[src/rtl/clkgen_pkg.sv]
package clkgen_pkg;

    localparam int REG_W   = 32;
    localparam int RATIO_W = 3;
    localparam int DLY_W   = 2;

    localparam int BIT_MODE   = 0;
    localparam int BIT_SRC    = 4;
    localparam int LSB_DLY    = 5;
    localparam int LSB_RATIO  = 7;
    localparam int BIT_DIVHI  = 10;
    localparam int BIT_INV    = 11;
    localparam int BIT_ENABLE = 12;

    typedef struct packed {
        logic               enable;
        logic               rmii_inv;
        logic               div_hi;
        logic [RATIO_W-1:0] ratio;
        logic [DLY_W-1:0]   dly;
        logic               src_b;
        logic               rgmii;
    } cfg_t;

    function automatic cfg_t decode_cfg(input logic [REG_W-1:0] w);
        cfg_t c;
        c.enable   = w[BIT_ENABLE];
        c.rmii_inv = w[BIT_INV];
        c.div_hi   = w[BIT_DIVHI];
        c.ratio    = w[LSB_RATIO +: RATIO_W];
        c.dly      = w[LSB_DLY +: DLY_W];
        c.src_b    = w[BIT_SRC];
        c.rgmii    = w[BIT_MODE];
        return c;
    endfunction

endpackage

[src/rtl/clkgen_ctrl_reg.sv]
module clkgen_ctrl_reg #(
    parameter int W = 32
) (
    input  logic         clk,
    input  logic         rst_n,
    input  logic         wr_en,
    input  logic [W-1:0] wr_data,
    input  logic [W-1:0] wr_mask,
    output logic [W-1:0] ctrl_o
);

    typedef struct packed {
        logic [W-1:0] word;
    } reg_state_t;

    reg_state_t state_d, state_q;

    always_comb begin
        state_d = state_q;
        if (wr_en) begin
            state_d.word = (state_q.word & ~wr_mask) | (wr_data & wr_mask);
        end
    end

    always_ff @(posedge clk or negedge rst_n) begin
        if (!rst_n) begin
            state_q <= '0;
        end else begin
            state_q <= state_d;
        end
    end

    assign ctrl_o = state_q.word;

endmodule

[src/rtl/clkgen_toggle_div.sv]
module clkgen_toggle_div #(
    parameter int CNT_W = 3
) (
    input  logic             clk,
    input  logic             rst_n,
    input  logic             clr,
    input  logic             step,
    input  logic [CNT_W-1:0] limit,
    output logic             lvl_o,
    output logic             tog_o
);

    typedef struct packed {
        logic [CNT_W-1:0] cnt;
        logic             lvl;
    } div_state_t;

    div_state_t state_d, state_q;
    logic [CNT_W-1:0] lim_m1;
    logic             wrap;
    logic             tog;

    always_comb begin
        lim_m1  = limit - 1'b1;
        wrap    = (state_q.cnt >= lim_m1);
        tog     = step && wrap && !clr;
        state_d = state_q;
        if (clr) begin
            state_d.cnt = '0;
            state_d.lvl = 1'b0;
        end else if (step) begin
            if (wrap) begin
                state_d.cnt = '0;
                state_d.lvl = ~state_q.lvl;
            end else begin
                state_d.cnt = state_q.cnt + 1'b1;
            end
        end
    end

    always_ff @(posedge clk or negedge rst_n) begin
        if (!rst_n) begin
            state_q <= '0;
        end else begin
            state_q <= state_d;
        end
    end

    assign lvl_o = state_q.lvl;
    assign tog_o = tog;

endmodule

[src/rtl/clkgen_tx_delay.sv]
module clkgen_tx_delay #(
    parameter int CODE_W = 2
) (
    input  logic              clk,
    input  logic              rst_n,
    input  logic              clr,
    input  logic              apply_i,
    input  logic              lvl_i,
    input  logic [CODE_W-1:0] code_i,
    output logic              lvl_o,
    output logic [CODE_W-1:0] code_o
);

    localparam int TAPS = 2 ** CODE_W;
    localparam int SH_W = TAPS - 1;

    typedef struct packed {
        logic [SH_W-1:0]   sh;
        logic [CODE_W-1:0] code;
    } dly_state_t;

    dly_state_t state_d, state_q;
    logic [TAPS-1:0] taps;
    logic            rise;

    always_comb begin
        taps    = {state_q.sh, lvl_i};
        rise    = lvl_i && !state_q.sh[0];
        state_d = state_q;
        state_d.sh = {state_q.sh[SH_W-2:0], lvl_i};
        if (clr) begin
            state_d.code = '0;
        end else if (rise) begin
            state_d.code = apply_i ? code_i : '0;
        end
    end

    always_ff @(posedge clk or negedge rst_n) begin
        if (!rst_n) begin
            state_q <= '0;
        end else begin
            state_q <= state_d;
        end
    end

    assign lvl_o  = taps[state_q.code];
    assign code_o = state_q.code;

endmodule

[src/rtl/clkgen_top.sv]
module clkgen_top
    import clkgen_pkg::*;
#(
    parameter int DIV_LO = 5,
    parameter int DIV_HI = 10
) (
    input  logic             clk,
    input  logic             rst_n,
    input  logic             src_a_tick,
    input  logic             src_b_tick,
    input  logic             wr_en,
    input  logic [REG_W-1:0] wr_data,
    input  logic [REG_W-1:0] wr_mask,
    output logic             tx_clk_o,
    output logic             ref_clk_o
);

    localparam int FIN_W = $clog2(DIV_HI + 1);

    logic [REG_W-1:0]   ctrl_w;
    cfg_t               cfg;
    logic               sel_tick;
    logic [RATIO_W-1:0] ratio_lim;
    logic [FIN_W-1:0]   fin_lim;
    logic               div_clr;
    logic               mid_lvl, mid_tog;
    logic               ref_lvl, ref_tog;
    logic               dly_lvl;
    logic [DLY_W-1:0]   dly_code;

    clkgen_ctrl_reg #(.W(REG_W)) ctrl_u (
        .clk     (clk),
        .rst_n   (rst_n),
        .wr_en   (wr_en),
        .wr_data (wr_data),
        .wr_mask (wr_mask),
        .ctrl_o  (ctrl_w)
    );

    always_comb begin
        cfg       = decode_cfg(ctrl_w);
        sel_tick  = cfg.src_b ? src_b_tick : src_a_tick;
        ratio_lim = (cfg.ratio == '0) ? RATIO_W'(1) : cfg.ratio;
        fin_lim   = cfg.div_hi ? FIN_W'(DIV_HI) : FIN_W'(DIV_LO);
        div_clr   = !cfg.enable;
    end

    clkgen_toggle_div #(.CNT_W(RATIO_W)) mid_div_u (
        .clk   (clk),
        .rst_n (rst_n),
        .clr   (div_clr),
        .step  (sel_tick),
        .limit (ratio_lim),
        .lvl_o (mid_lvl),
        .tog_o (mid_tog)
    );

    clkgen_toggle_div #(.CNT_W(FIN_W)) ref_div_u (
        .clk   (clk),
        .rst_n (rst_n),
        .clr   (div_clr),
        .step  (mid_tog),
        .limit (fin_lim),
        .lvl_o (ref_lvl),
        .tog_o (ref_tog)
    );

    clkgen_tx_delay #(.CODE_W(DLY_W)) dly_u (
        .clk     (clk),
        .rst_n   (rst_n),
        .clr     (div_clr),
        .apply_i (cfg.rgmii),
        .lvl_i   (mid_lvl),
        .code_i  (cfg.dly),
        .lvl_o   (dly_lvl),
        .code_o  (dly_code)
    );

    always_comb begin
        if (!cfg.enable) begin
            tx_clk_o  = 1'b0;
            ref_clk_o = 1'b0;
        end else begin
            tx_clk_o  = cfg.rgmii ? dly_lvl : (ref_lvl ^ cfg.rmii_inv);
            ref_clk_o = ref_lvl;
        end
    end

endmodule

[config.mk]
export PLATFORM = sky130hd
export DESIGN_NAME = clkgen_top
export DESIGN_NICKNAME = d
export VERILOG_FILES = /design/src/rtl/clkgen_pkg.sv /design/src/rtl/clkgen_ctrl_reg.sv /design/src/rtl/clkgen_toggle_div.sv /design/src/rtl/clkgen_tx_delay.sv /design/src/rtl/clkgen_top.sv
export SDC_FILE = /design/constraint.sdc
export NUM_CORES = 1
export LEC_CHECK = 0
export BUFFER_PORTS_ARGS = -buffer_cell sky130_fd_sc_hd__clkbuf_2
export CAP_MARGIN = 5
export CORE_MARGIN = 1
export CORE_UTILIZATION = 30
export CTS_BUF_LIST = sky130_fd_sc_hd__clkbuf_4 sky130_fd_sc_hd__clkbuf_8 sky130_fd_sc_hd__clkbuf_16
export DETAILED_ROUTE_END_ITERATION = 12
export GPL_TIMING_DRIVEN = 0
export HOLD_SLACK_MARGIN = 0.12
export PLACE_DENSITY = 0.67
export RECOVER_POWER = 50
export SLEW_MARGIN = 10
export SYNTH_ARGS = -nofsm -noshare
export SYNTH_HDL_FRONTEND = slang
export SYNTH_SLANG_ARGS = --single-unit
[constraint.sdc]
create_clock -name clk -period 5.7 [get_ports clk]
set_clock_uncertainty 0.05 [all_clocks]
set_input_delay 0.285 -clock clk [delete_from_list [all_inputs] [get_ports clk]]
set_output_delay 0.285 -clock clk [all_outputs]
set_load 0.005 [all_outputs]
# == After elaboration in Yosys (flattened, before gate mapping) ==
# Index checks and enable logic that the tools add are counted.
# word_totals
regBits,46
inputBits,69
output_inout_bits,2
word_cells,52
# classes
add_sub_neg,4
order_cmp,3
eq_ne,5
n_mux,19
bitwise,7
n_reduce_logical,7
# ops
operator,n
$and A32 B32 Y32,2
$not A32 Y32,1
$or A32 B32 Y32,1
$mux W4,4
$mux W5,2
$ne A2 B1 Y1 const B,5
$mux W1,7
$mux W2,3
$mux W3,2
$add A4 B1 Y4 const B,1
$ge A4 B4 Y1,1
$reduce_and A2 Y1,2
$sub A4 B1 Y4 const B,1
$add A3 B1 Y3 const B,1
$ge A3 B3 Y1,1
$logic_and A1 B1 Y1,3
$logic_not A3 Y1,1
$lt A2 B3 Y1 const B,1
$sub A3 B1 Y3 const B,1
$bmux W1 S2,1
$not A1 Y1,2
$logic_not A1 Y1,1
$xor A1 B1 Y1,1

# == Longest topological paths before layout ==
# depth
depth_word,8
ltp_mapped,9
depth_no_buf,9

# == Modules after synthesis ==
# From an unflattened synthesis, not the netlist that was laid out.
# hier_totals
hier_cells,199
area_unflattened_um2,2394.8
# modules_own_cells
mod,n_inst,cells_per_inst,area_per_inst_um2,seq_area_each_um2
clkgen_ctrl_reg,1,99,1427.6,800.8
clkgen_toggle_div (ref_div_u),1,43,411.6,125.1
clkgen_toggle_div (mid_div_u),1,31,286.5,100.1
clkgen_tx_delay,1,16,202.7,125.1
clkgen_top,1,10,66.3,0.0

# == Worst setup path after synthesis ==
# Ideal clock, no wire load.
# synth_timing
path_type,reg-to-reg
startpoint,reg with a tool-made name
endpoint,reg ref_div_u.state_q[4] in the netlist's numbering
t_arrival_ns,1.841
t_required_ns,5.524
path_slack_ns,3.683
stages_incl_launch_ff,10
path_buffers,0
synth_period_minus_slack_ns,2.017
path_cell_list,dfrtp_1 -> nor2_1 -> nor2_1 -> ha_1 -> xnor2_1 -> ha_1 -> nand2_2 -> o211ai_4 -> nand2_2 -> a221o_1
# synth_lines
element,line_no,text
end signal: assignment,clkgen_toggle_div.sv:45,state_q <= state_d;
end: declaration,clkgen_toggle_div.sv:18,"div_state_t state_d, state_q;"

==> flow_summary.toml <==
[global_route]
grt_pass1_vias = 933
track_usage = 0.112
overflow = 0
grt_pass1_wl_mm = 3.88
grt_antenna_before_repair = 0
grt_max_degree = 25

[synthesis]
yosysMostFrequentCell = "dfrtp_1"
yosysTopAreaCell = "dfrtp_1"
ys_seq_elements = 24
synth_nets = 192
yosysWarningCount = 0
synth_area_um2 = 1290
synth_edf_count = 0
syn_inst = 114
netlist.area_leader.share = 0.465
synth_cell_types = 33
synth_area_leaders = "dfrtp_1 (47%), mux2_2 (9.6%), ha_1 (8.7%), nand2_1 (4.7%), nand3_1 (2.3%)"
synth_seq_area_share = 0.465
synthFlopType = "dfrtp_1"
syn_area_per_cell_um2 = 11.3
synthTopCellsByCount = "dfrtp_1 (24), nand2_1 (16), mux2_2 (11)"
synthArstFlopShare = 1.00

[setup_path]
required_ns = 5.80
path_max_fanout = 6
end_kind = "register"
start_kind = "register"
path_class = "register to register"
crit_arrival_ns = 2.26

[cells_and_area]
areaGrowthSynthToFinish_pct = 19.4
final_util = 0.380
drive_gt1_frac = 0.354
finalNonFillerCells = 194
diodes = 0
nNetsFinal = 223

[floorplan]
initial_core_util = 0.318
core_um2 = 4060
rows = 23
die_x_um = 67.6
pin_count = 71
die_area_um2 = 4570
die_h_um = 67.6

[routing]
via_per_inst = 4.99
initialDrtViolationCount = 23
drt-total-wl_mm = 2.45
drc_errors = 0
drtAntennaViolNets = 0
wl_per_cell_um = 12.6
drt_first_pass_iters = 4
route.vias.total = 969

[sta]
max_freq_mhz = 462
maxSlewHeadroom = 0.140
tightest_slew_ns = 1.29
fin_crit_sh = 0.380
tns_ns = 0
setup_viol = 0
final_hold_viol_count = 0
fin_crit_ns = 2.17
final_max_slew_viol_count = 0
fin_hold_ws_ns = 0.198
rsz0062_at_grt = "no"

[cts]
htreeDepth = 1
clock_latency_ns = 0.26
cts_num_sinks = 24
path_clk_slew_ns = 0.08
post_cts_buffers = 0
cts_tree = "built"
cts_buffers = 3
cts_buffer_depth = 2
ctsRootBufferMaster = "clkbuf_8"
cts_resized = 0

[power]
powerDensity_nw_per_um2 = 362
power_uw = 558
peakVddDrop_mv = 0.115
leakage_uw = 0.000735

[place]
hpwl_mm = 1.95
gp_congestion = 0.699
dp_cells = 189
io_buffer_count = 25

[run]
maxCapViolations = 0

[hold_path]
hold_class = "primary input to register"

[outcome]
status = "finished clean"
-- metal layers --
metal | GRT usage | routed length (um) | vias up
met2 | 0.208 | 1260 | 20
met5 | 0 | 0 | -
met1 | 0.129 | 1100 | 485
met3 | 0.0152 | 67 | 3
met4 | 0.0346 | 17 | 0
li1 | - | - | 461
-- kinds of logic after synthesis --
logic type	share of synthesized area
simple gates	0.173
flops	0.465
compound gates	0.113
mux	0.121
fa+ha+maj	0.0872
buf+inv	0.0194
xor+xnor	0.0204
-- critical path, cell delays in order (launching register included) --
cell	delay, ns
dfrtp_1	0.41
nor2_1	0.11
nor2_1	0.07
ha_1	0.19
xnor2_1	0.12
ha_1	0.31
nand2_2	0.08
o211ai_4	0.25
nand2_2	0.10
a221o_1	0.35
-- where the power goes --
group	switching [uW]	internal, uW	leakage (uW)
clock	51.2	61.6	0.0000288
combinational	97.4	99.4	0.000403
sequential	35.5	213	0.000303
-- through the flow --
step,setup WS (ns),instance area [um2]
final,3.53,1540
after global routing,3.40,1540
after CTS,3.52,1540
after detailed placement,3.54,1480
after global placement,3.58,1480
after floorplan,3.68,1290
-- timing repair --
action / in CTS / in global routing
endpoints found under the hold margin: 24 / 0
hold buffers: 1 / 0
setup endpoints to repair: 0 / 0
-- layout by cell type (no fill, tap or decap), types with 2 or more instances in the layout --
master    synthesis  routed
o21ai_0           5       5
clkbuf_1          0       2
mux2_2           11      11
nor2b_1           2       2
dfrtp_1          24      24
and2_1            2       2
a22o_1            2       2
nand2_2           2       2
nand3_1           6       6
clkbuf_8          0       4
ha_1              9       9
nand2_1          16      16
a21boi_0          3       3
inv_1             4       4
nand2b_1          2       2
clkbuf_2          1      24
xnor2_1           3       3
nor2_1            5       5
-- layout make-up --
| type | count | area (um2) |
|---|---|---|
| tap | 50 | 62.6 |
| fill | 400 | 2520 |
| inverter | 4 | 15.0 |
| clock buffer | 4 | 55.1 |
| timing repair buffer | 26 | 134 |
| multi-input combinational | 84 | 666 |
| sequential | 24 | 601 |
| buffer | 2 | 8.76 |
-- path summary, 6_finish.rpt --
check / start / endpoint / slack (ns) / cells after the start
worst max-delay path: register / ref_div_u.state_q[4]$_DFFE_PN0P_ / 3.53 / 9
worst max register to register: register / ref_div_u.state_q[4]$_DFFE_PN0P_ / 3.53 / 9
min in group asynchronous: rst_n / asynchronous set/reset pin / 0.79 / 2
worst min register to register: dly_u.state_d[4]$_DFF_PN0_ / dly_u.state_q[4]$_DFF_PN0_ / 0.34 / 0
worst min-delay path: wr_data[8] / register / 0.20 / 2
max in group asynchronous: rst_n / mid_div_u.lvl_o$_DFFE_PN0P_ / 4.06 / 2
Power figures use the tool's default switching activity.
